**src/rtl/trap_entry_pkg.sv**
```systemverilog
package trap_entry_pkg;
  typedef enum logic [1:0] {
    ENT_NONE  = 2'd0,
    ENT_EXC   = 2'd1,
    ENT_RESET = 2'd2,
    ENT_IRQ   = 2'd3
  } entry_e;

  // status word field positions
  localparam int SR_BL      = 28;
  localparam int SR_RB      = 29;
  localparam int SR_MD      = 30;
  localparam int SR_MASK_LO = 4;
  localparam int SR_MASK_W  = 4;
endpackage

```
**src/rtl/trap_arbiter.sv**
```systemverilog
module trap_arbiter
  import trap_entry_pkg::*;
#(
  parameter int CODE_W = 12,
  parameter int LVL_W = 4,
  parameter logic [CODE_W-1:0] BLOCK_OK_CODE = 12'h1E0,
  parameter logic [CODE_W-1:0] RESET_CODE = 12'h000
) (
  input  logic              req,
  input  logic              blocked,
  input  logic [LVL_W-1:0]  imask,
  input  logic              exc_valid,
  input  logic [CODE_W-1:0] exc_code,
  input  logic              irq_pend,
  input  logic [LVL_W-1:0]  irq_level,
  input  logic              halt_wake,
  output entry_e            kind,
  output logic [CODE_W-1:0] code_eff,
  output logic              wake_use
);
  always_comb begin
    kind     = ENT_NONE;
    code_eff = exc_code;
    wake_use = 1'b0;
    if (req) begin
      if (exc_valid) begin
        if (blocked && exc_code != BLOCK_OK_CODE) begin
          kind     = ENT_RESET;
          code_eff = RESET_CODE;
        end else begin
          kind = ENT_EXC;
        end
      end else if (irq_pend) begin
        wake_use = blocked && halt_wake;
        if ((!blocked || halt_wake) && irq_level > imask) kind = ENT_IRQ;
      end
    end
  end
endmodule

```
**src/rtl/trap_target.sv**
```systemverilog
module trap_target
  import trap_entry_pkg::*;
#(
  parameter int XLEN = 32,
  parameter int CODE_W = 12,
  parameter logic [XLEN-1:0] RESET_VEC = 32'hA000_0000,
  parameter logic [XLEN-1:0] OFS_GEN = 32'h100,
  parameter logic [XLEN-1:0] OFS_TLB = 32'h400,
  parameter logic [XLEN-1:0] OFS_IRQ = 32'h600,
  parameter logic [CODE_W-1:0] TRAP_CODE = 12'h160,
  parameter logic [CODE_W-1:0] TLB_RD_CODE = 12'h040,
  parameter logic [CODE_W-1:0] TLB_WR_CODE = 12'h060
) (
  input  entry_e            kind,
  input  logic [CODE_W-1:0] code,
  input  logic [XLEN-1:0]   cur_pc,
  input  logic [XLEN-1:0]   cur_sr,
  input  logic [XLEN-1:0]   vbr,
  input  logic              in_slot,
  output logic [XLEN-1:0]   tgt_pc,
  output logic [XLEN-1:0]   ret_pc,
  output logic [XLEN-1:0]   nxt_sr
);
  localparam logic [XLEN-1:0] SLOT_STEP = XLEN'(2);

  function automatic logic [XLEN-1:0] return_addr(
    input logic [XLEN-1:0] pc, input logic slot, input logic is_trap);
    logic [XLEN-1:0] r;
    r = slot ? pc - SLOT_STEP : pc;
    if (is_trap) r = r + SLOT_STEP;
    return r;
  endfunction

  function automatic logic [XLEN-1:0] vector_addr(
    input entry_e k, input logic [CODE_W-1:0] c, input logic [XLEN-1:0] base);
    case (k)
      ENT_RESET: return RESET_VEC;
      ENT_IRQ:   return base + OFS_IRQ;
      default:   return (c == TLB_RD_CODE || c == TLB_WR_CODE) ?
                        base + OFS_TLB : base + OFS_GEN;
    endcase
  endfunction

  function automatic logic [XLEN-1:0] entry_sr(
    input entry_e k, input logic [XLEN-1:0] sr);
    logic [XLEN-1:0] s;
    s = sr;
    s[SR_BL] = 1'b1;
    s[SR_MD] = 1'b1;
    s[SR_RB] = 1'b1;
    if (k == ENT_RESET) s[SR_MASK_LO +: SR_MASK_W] = '1;
    return s;
  endfunction

  always_comb begin
    ret_pc = return_addr(cur_pc, in_slot, kind == ENT_EXC && code == TRAP_CODE);
    tgt_pc = vector_addr(kind, code, vbr);
    nxt_sr = entry_sr(kind, cur_sr);
  end
endmodule

```
**src/rtl/trap_entry_seq.sv**
```systemverilog
module trap_entry_seq
  import trap_entry_pkg::*;
#(
  parameter int XLEN = 32,
  parameter int CODE_W = 12,
  parameter int LVL_W = 4,
  parameter logic [XLEN-1:0] RESET_VEC = 32'hA000_0000,
  parameter logic [XLEN-1:0] RESET_SR = 32'h7000_00F0,
  parameter logic [CODE_W-1:0] BLOCK_OK_CODE = 12'h1E0,
  parameter logic [CODE_W-1:0] RESET_CODE = 12'h000
) (
  input  logic              clk,
  input  logic              rst_n,
  input  logic              req,
  input  logic              exc_valid,
  input  logic [CODE_W-1:0] exc_code,
  input  logic              irq_pend,
  input  logic [CODE_W-1:0] irq_code,
  input  logic [LVL_W-1:0]  irq_level,
  input  logic              halt_wake,
  input  logic [XLEN-1:0]   cur_pc,
  input  logic [XLEN-1:0]   cur_sr,
  input  logic [XLEN-1:0]   vbr,
  input  logic [XLEN-1:0]   r15,
  input  logic              in_slot,
  output logic              ack,
  output logic              wake_clr,
  output logic              slot_clr,
  output logic [XLEN-1:0]   new_pc,
  output logic [XLEN-1:0]   new_sr,
  output logic [XLEN-1:0]   spc,
  output logic [XLEN-1:0]   ssr,
  output logic [XLEN-1:0]   sgr,
  output logic [CODE_W-1:0] expevt,
  output logic [CODE_W-1:0] intevt
);
  entry_e            kind_w;
  logic [CODE_W-1:0] code_w;
  logic              wake_w;
  logic [XLEN-1:0]   tgt_pc_w, ret_pc_w, nxt_sr_w;
  logic              blocked_w;
  logic [LVL_W-1:0]  imask_w;
  logic              take_w;

  assign blocked_w = cur_sr[SR_BL];
  assign imask_w   = cur_sr[SR_MASK_LO +: LVL_W];

  trap_arbiter #(
    .CODE_W(CODE_W), .LVL_W(LVL_W),
    .BLOCK_OK_CODE(BLOCK_OK_CODE), .RESET_CODE(RESET_CODE)
  ) u_arb (
    .req(req & rst_n), .blocked(blocked_w), .imask(imask_w),
    .exc_valid(exc_valid), .exc_code(exc_code),
    .irq_pend(irq_pend), .irq_level(irq_level), .halt_wake(halt_wake),
    .kind(kind_w), .code_eff(code_w), .wake_use(wake_w)
  );

  trap_target #(
    .XLEN(XLEN), .CODE_W(CODE_W), .RESET_VEC(RESET_VEC)
  ) u_tgt (
    .kind(kind_w), .code(code_w), .cur_pc(cur_pc), .cur_sr(cur_sr),
    .vbr(vbr), .in_slot(in_slot),
    .tgt_pc(tgt_pc_w), .ret_pc(ret_pc_w), .nxt_sr(nxt_sr_w)
  );

  assign take_w   = (kind_w != ENT_NONE);
  assign ack      = take_w;
  assign wake_clr = wake_w;
  assign slot_clr = take_w & in_slot;

  always_ff @(posedge clk) begin
    if (!rst_n) begin
      new_pc <= RESET_VEC;
      new_sr <= RESET_SR;
      spc    <= '0;
      ssr    <= '0;
      sgr    <= '0;
      expevt <= '0;
      intevt <= '0;
    end else if (take_w) begin
      new_pc <= tgt_pc_w;
      new_sr <= nxt_sr_w;
      spc    <= ret_pc_w;
      ssr    <= cur_sr;
      sgr    <= r15;
      if (kind_w == ENT_IRQ) intevt <= irq_code;
      else                   expevt <= code_w;
    end
  end

  // an exception request never resolves to an interrupt entry
  assert_exc_beats_irq_R1: assert property (@(posedge clk) disable iff (!rst_n)
    (req && exc_valid) |-> (ack && $past(1'b1) && kind_w != ENT_IRQ));

  // exception while blocked (not the allowed code) lands at the reset vector
  assert_blocked_reset_R2: assert property (@(posedge clk) disable iff (!rst_n)
    (req && exc_valid && cur_sr[SR_BL] && exc_code != BLOCK_OK_CODE)
      |=> (new_pc == RESET_VEC && expevt == RESET_CODE
           && new_sr[SR_MASK_LO +: LVL_W] == '1));

  // blocked interrupt without wake is refused
  assert_blocked_irq_R4: assert property (@(posedge clk) disable iff (!rst_n)
    (req && !exc_valid && cur_sr[SR_BL] && !halt_wake) |-> !ack);

  // interrupt at or below the mask is refused
  assert_mask_level_R5: assert property (@(posedge clk) disable iff (!rst_n)
    (req && !exc_valid && irq_level <= cur_sr[SR_MASK_LO +: LVL_W]) |-> !ack);

  // entry saves status and stack and raises BL, MD, RB
  assert_entry_save_R6: assert property (@(posedge clk) disable iff (!rst_n)
    ack |=> (ssr == $past(cur_sr) && sgr == $past(r15)
             && new_sr[SR_BL] && new_sr[SR_MD] && new_sr[SR_RB]));

  // without an entry the architectural registers hold
  assert_hold_idle_R11: assert property (@(posedge clk) disable iff (!rst_n)
    !ack |=> ($stable(new_pc) && $stable(new_sr) && $stable(spc)
              && $stable(expevt) && $stable(intevt)));

  // slot clear only accompanies an entry
  assert_slot_pulse_R7: assert property (@(posedge clk) disable iff (!rst_n)
    slot_clr |-> (ack && in_slot));
endmodule

```
**config.mk**
```make
export PLATFORM = sky130hd
export DESIGN_NAME = trap_entry_seq
export DESIGN_NICKNAME = d
export VERILOG_FILES = /design/src/rtl/trap_entry_pkg.sv /design/src/rtl/trap_arbiter.sv /design/src/rtl/trap_target.sv /design/src/rtl/trap_entry_seq.sv
export SDC_FILE = /design/constraint.sdc
export NUM_CORES = 1
export LEC_CHECK = 0
export ABC_AREA = 1
export CAP_MARGIN = 0
export CORE_MARGIN = 2
export CORE_UTILIZATION = 47
export CTS_CLUSTER_SIZE = 16
export DETAILED_ROUTE_END_ITERATION = 7
export GPL_TIMING_DRIVEN = 0
export PLACE_DENSITY = 0.91
export SETUP_SLACK_MARGIN = 0.15
export SYNTH_ARGS = -nofsm -noshare
export SYNTH_HDL_FRONTEND = slang
export SYNTH_SLANG_ARGS = --single-unit
```
**constraint.sdc**
```tcl
create_clock -name clk -period 4.2 [get_ports clk]
set_input_delay 0.42 -clock clk [delete_from_list [all_inputs] [get_ports clk]]
set_output_delay 0.42 -clock clk [all_outputs]
set_load 0.02 [all_outputs]
```
==> impl_metrics.yaml <==
detailed_routing:
  antenna_left: 0
  wl_um: 37800
  vias: 11400
  drc: 0
  dr.pass1.iters: 7
  drt-initial-drc-count: 985
  wl_per_cell_um: 18.0
  viasPerCell: 5.43
global_routing:
  grt_use_total_pct: 34.9
  grt_pass1_vias: 10800
  grt_pass1_wl_um: 58300
  grt_max_degree: 20
  grt-ovfl-total: 0
  antenna_found_initial: 2
worst_setup_path:
  endpoint_kind: "output pin"
  path_max_fanout: 10
  startpoint_type: "primary input"
  cp.arrival_ns: 3.51
  required_ns: 3.78
  worstSetupPathType: "in -> out"
  rr_worst_depth: 2
hold_path:
  hp-class: "reg -> reg"
  min_delay_path_depth: 2
clock_tree:
  clk_path_buf_depth: 2
  clkLatencyLatePin_ns: 0.44
  cts_tree: "done"
  postCtsHoldBufs: 0
  cts_inserted_buffers: 17
  clkSlewWorstSetupHoldPaths_ns: 0.07
  cts_root_buffer: "clkbuf_16"
  postCtsSetupBuffers: 0
  cts_sinks: 156
  cts_htree_levels: 4
floorplan:
  die_y_um: 145
  io_pins: 350
  initial_core_util_pct: 47.9
  die_w_um: 145
  coreArea_um2: 19500
  rows: 51
  dieArea_um2: 21100
logic_synthesis:
  syn_inst: 1463
  ys_seq_area_share_pct: 33.4
  synth-warning-count: 0
  ys_types: 46
  synthArstFlopShare_pct: 0
  synth_largest_area_cell: "dfxtp_1"
  ys_ff_latch: 156
  synthFlopType: "dfxtp_1"
  syn_area_um2: 9360
  synth.top_cells.by_area: "dfxtp_1, nor2_1, nand2_1"
  synth_edf_count: 0
  synth_top_cell_area_share_pct: 33.4
  avgSynthCellArea_um2: 6.40
layout:
  synthToLayoutAreaGrowth_pct: 47.5
  fin_area_um2: 13800
  stdcell_count: 2105
  diodes: 0
  drive_above_1_share_pct: 7.23
  fin_nets: 2005
  utilization_pct: 70.7
place:
  dp_cells: 2074
  gp_congestion: 0.992
  hpwl_um: 29700
  io_buffer_count: 344
  placed_cell_area_um2: 13100
power:
  leakage_nw: 5.93
  powerDensity_nw_per_um2: 333
  vdd_drop_max_mv: 0.339
sta:
  fin_crit_sh_pct: 93.6
  min_period_ns: 3.93
  relSlewSlack_pct: 46.4
  maxSlewViolCount: 0
  finalHoldViolCount: 0
  worstMarginPinSlew_ns: 0.804
  setup_tns_ns: 0
  skew_ns: 0
  timing.hold.ws_ns: 0.466
  rsz0062_at_grt: "yes"
  max_freq_mhz: 254
  finalSetupViolCount: 0
status:
  status: "complete, no violations"
run:
  drv_cap: 0
## layout by cell type, fill, tap and decap left out, types with 3 or more instances in the layout
master	n
xor2_1	24
nand4_1	32
nor3_1	18
nor2_2	14
inv_1	156
nand3_1	77
conb_1	3
ha_1	15
nand2_1	265
a21oi_1	80
nand3_2	6
inv_2	7
or2_2	3
o211ai_1	12
nand2_4	3
nor4_1	5
nor2_4	7
dfxtp_1	156
nor2_1	274
a21oi_2	4
clkbuf_1	46
nand3b_1	4
a31oi_1	7
o21ai_1	3
o31ai_1	4
clkdlybuf4s50_1	342
nand2_2	10
inv_6	5
clkbuf_16	17
bufinv_16	3
buf_4	28
xnor2_1	3
o21ai_0	171
buf_2	3
## metal layers
| metal | GRT usage (%) | vias to the layer above | part of all wire (%) |
|---|---|---|---|
| met5 | 0 | - | 0.034 |
| met2 | 57.2 | 611 | 45 |
| met1 | 45.2 | 5277 | 42 |
| met3 | 6.01 | 116 | 8.0 |
| li1 | - | 5432 | - |
| met4 | 15.0 | 2 | 4.4 |
## per-stage QoR
| step | worst slack (ns) | total power [mW] |
|---|---|---|
| after floorplan | 1.14 | 2.28 |
| after global placement | -0.991 | 2.88 |
| after detailed placement | -0.997 | 2.91 |
| after CTS | 0.185 | 4.58 |
| after global routing | 0.0305 | 4.75 |
| final | 0.269 | 4.59 |
## power breakdown
part	switching (mW)	internal, mW
logic	0.679	0.541
clock network	0.734	0.960
registers	0.0799	1.60
total	1.49	3.10
## cells in the mapped netlist (12+ instances only)
master,instances
inv_1,157
o21ai_0,172
ha_1,15
dfxtp_1,156
nor2_1,276
xor2_1,24
nand3_1,77
clkbuf_1,52
nand2_1,265
nor2_2,12
nand4_1,32
nor3_1,18
buf_4,28
o211ai_1,12
a21oi_1,81
## worst max-delay path, cell delays in order
cell	delay (ns)
clkdlybuf4s50_1	0.49
inv_1	0.08
ha_1	0.30
nand2_1	0.07
nor2_1	0.10
a211oi_1	0.05
nor3_1	0.19
o21ai_1	0.14
a21oi_2	0.20
inv_1	0.09
ha_1	0.18
clkbuf_2	0.23
inv_2	0.15
clkbuf_4	0.23
clkbuf_8	0.22
dlygate4sd2_1	0.35
## state kept, by name (all words and copies together) (netlist names)
register and cells:
new_sr 4, expevt 12, intevt 12, new_pc 32
sgr 32, ssr 32, spc 32
## kinds of logic (layout without fill, tap and decap cells)
logic type | after synthesis | after routing | synth area share, %
other cells | 1 | 3 | 0.0401
compound gates | 290 | 290 | 16.4
flops | 156 | 156 | 33.4
fa+ha+maj | 15 | 15 | 2.01
simple gates | 724 | 724 | 34.1
buf+inv | 249 | 624 | 11.3
xor+xnor | 28 | 28 | 2.70
## area by class of cell
type / instances / area [um2]
buffer: 84 / 465
fill: 1633 / 5720
inverter: 164 / 618
tap: 265 / 332
timing repair buffer: 344 / 3440
clock buffer: 17 / 425
clock inverter: 15 / 205
sequential: 156 / 3120
multi-input combinational: 1060 / 5190
## what timing repair did
item | CTS | global route
endpoints found under the hold margin | 0 | 0
setup endpoints to repair | 3 | 26
gates cloned | 0 | 0
gates resized for setup | 12 | 6
## worst paths after layout
| check | start | endpoint | slack, ns |
|---|---|---|---|
| max reg2reg | new_pc[25]$_SDFFE_PN0N_ | new_pc[25]$_SDFFE_PN0N_ | 3.41 |
| min reg2reg | new_pc[3]$_SDFFE_PN0N_ | new_pc[3]$_SDFFE_PN0N_ | 0.47 |
| max | cur_sr[7] | ack | 0.27 |
| min | new_pc[3]$_SDFFE_PN0N_ | new_pc[3]$_SDFFE_PN0N_ | 0.47 |
Note: power is estimated with default switching activity, not from simulation.
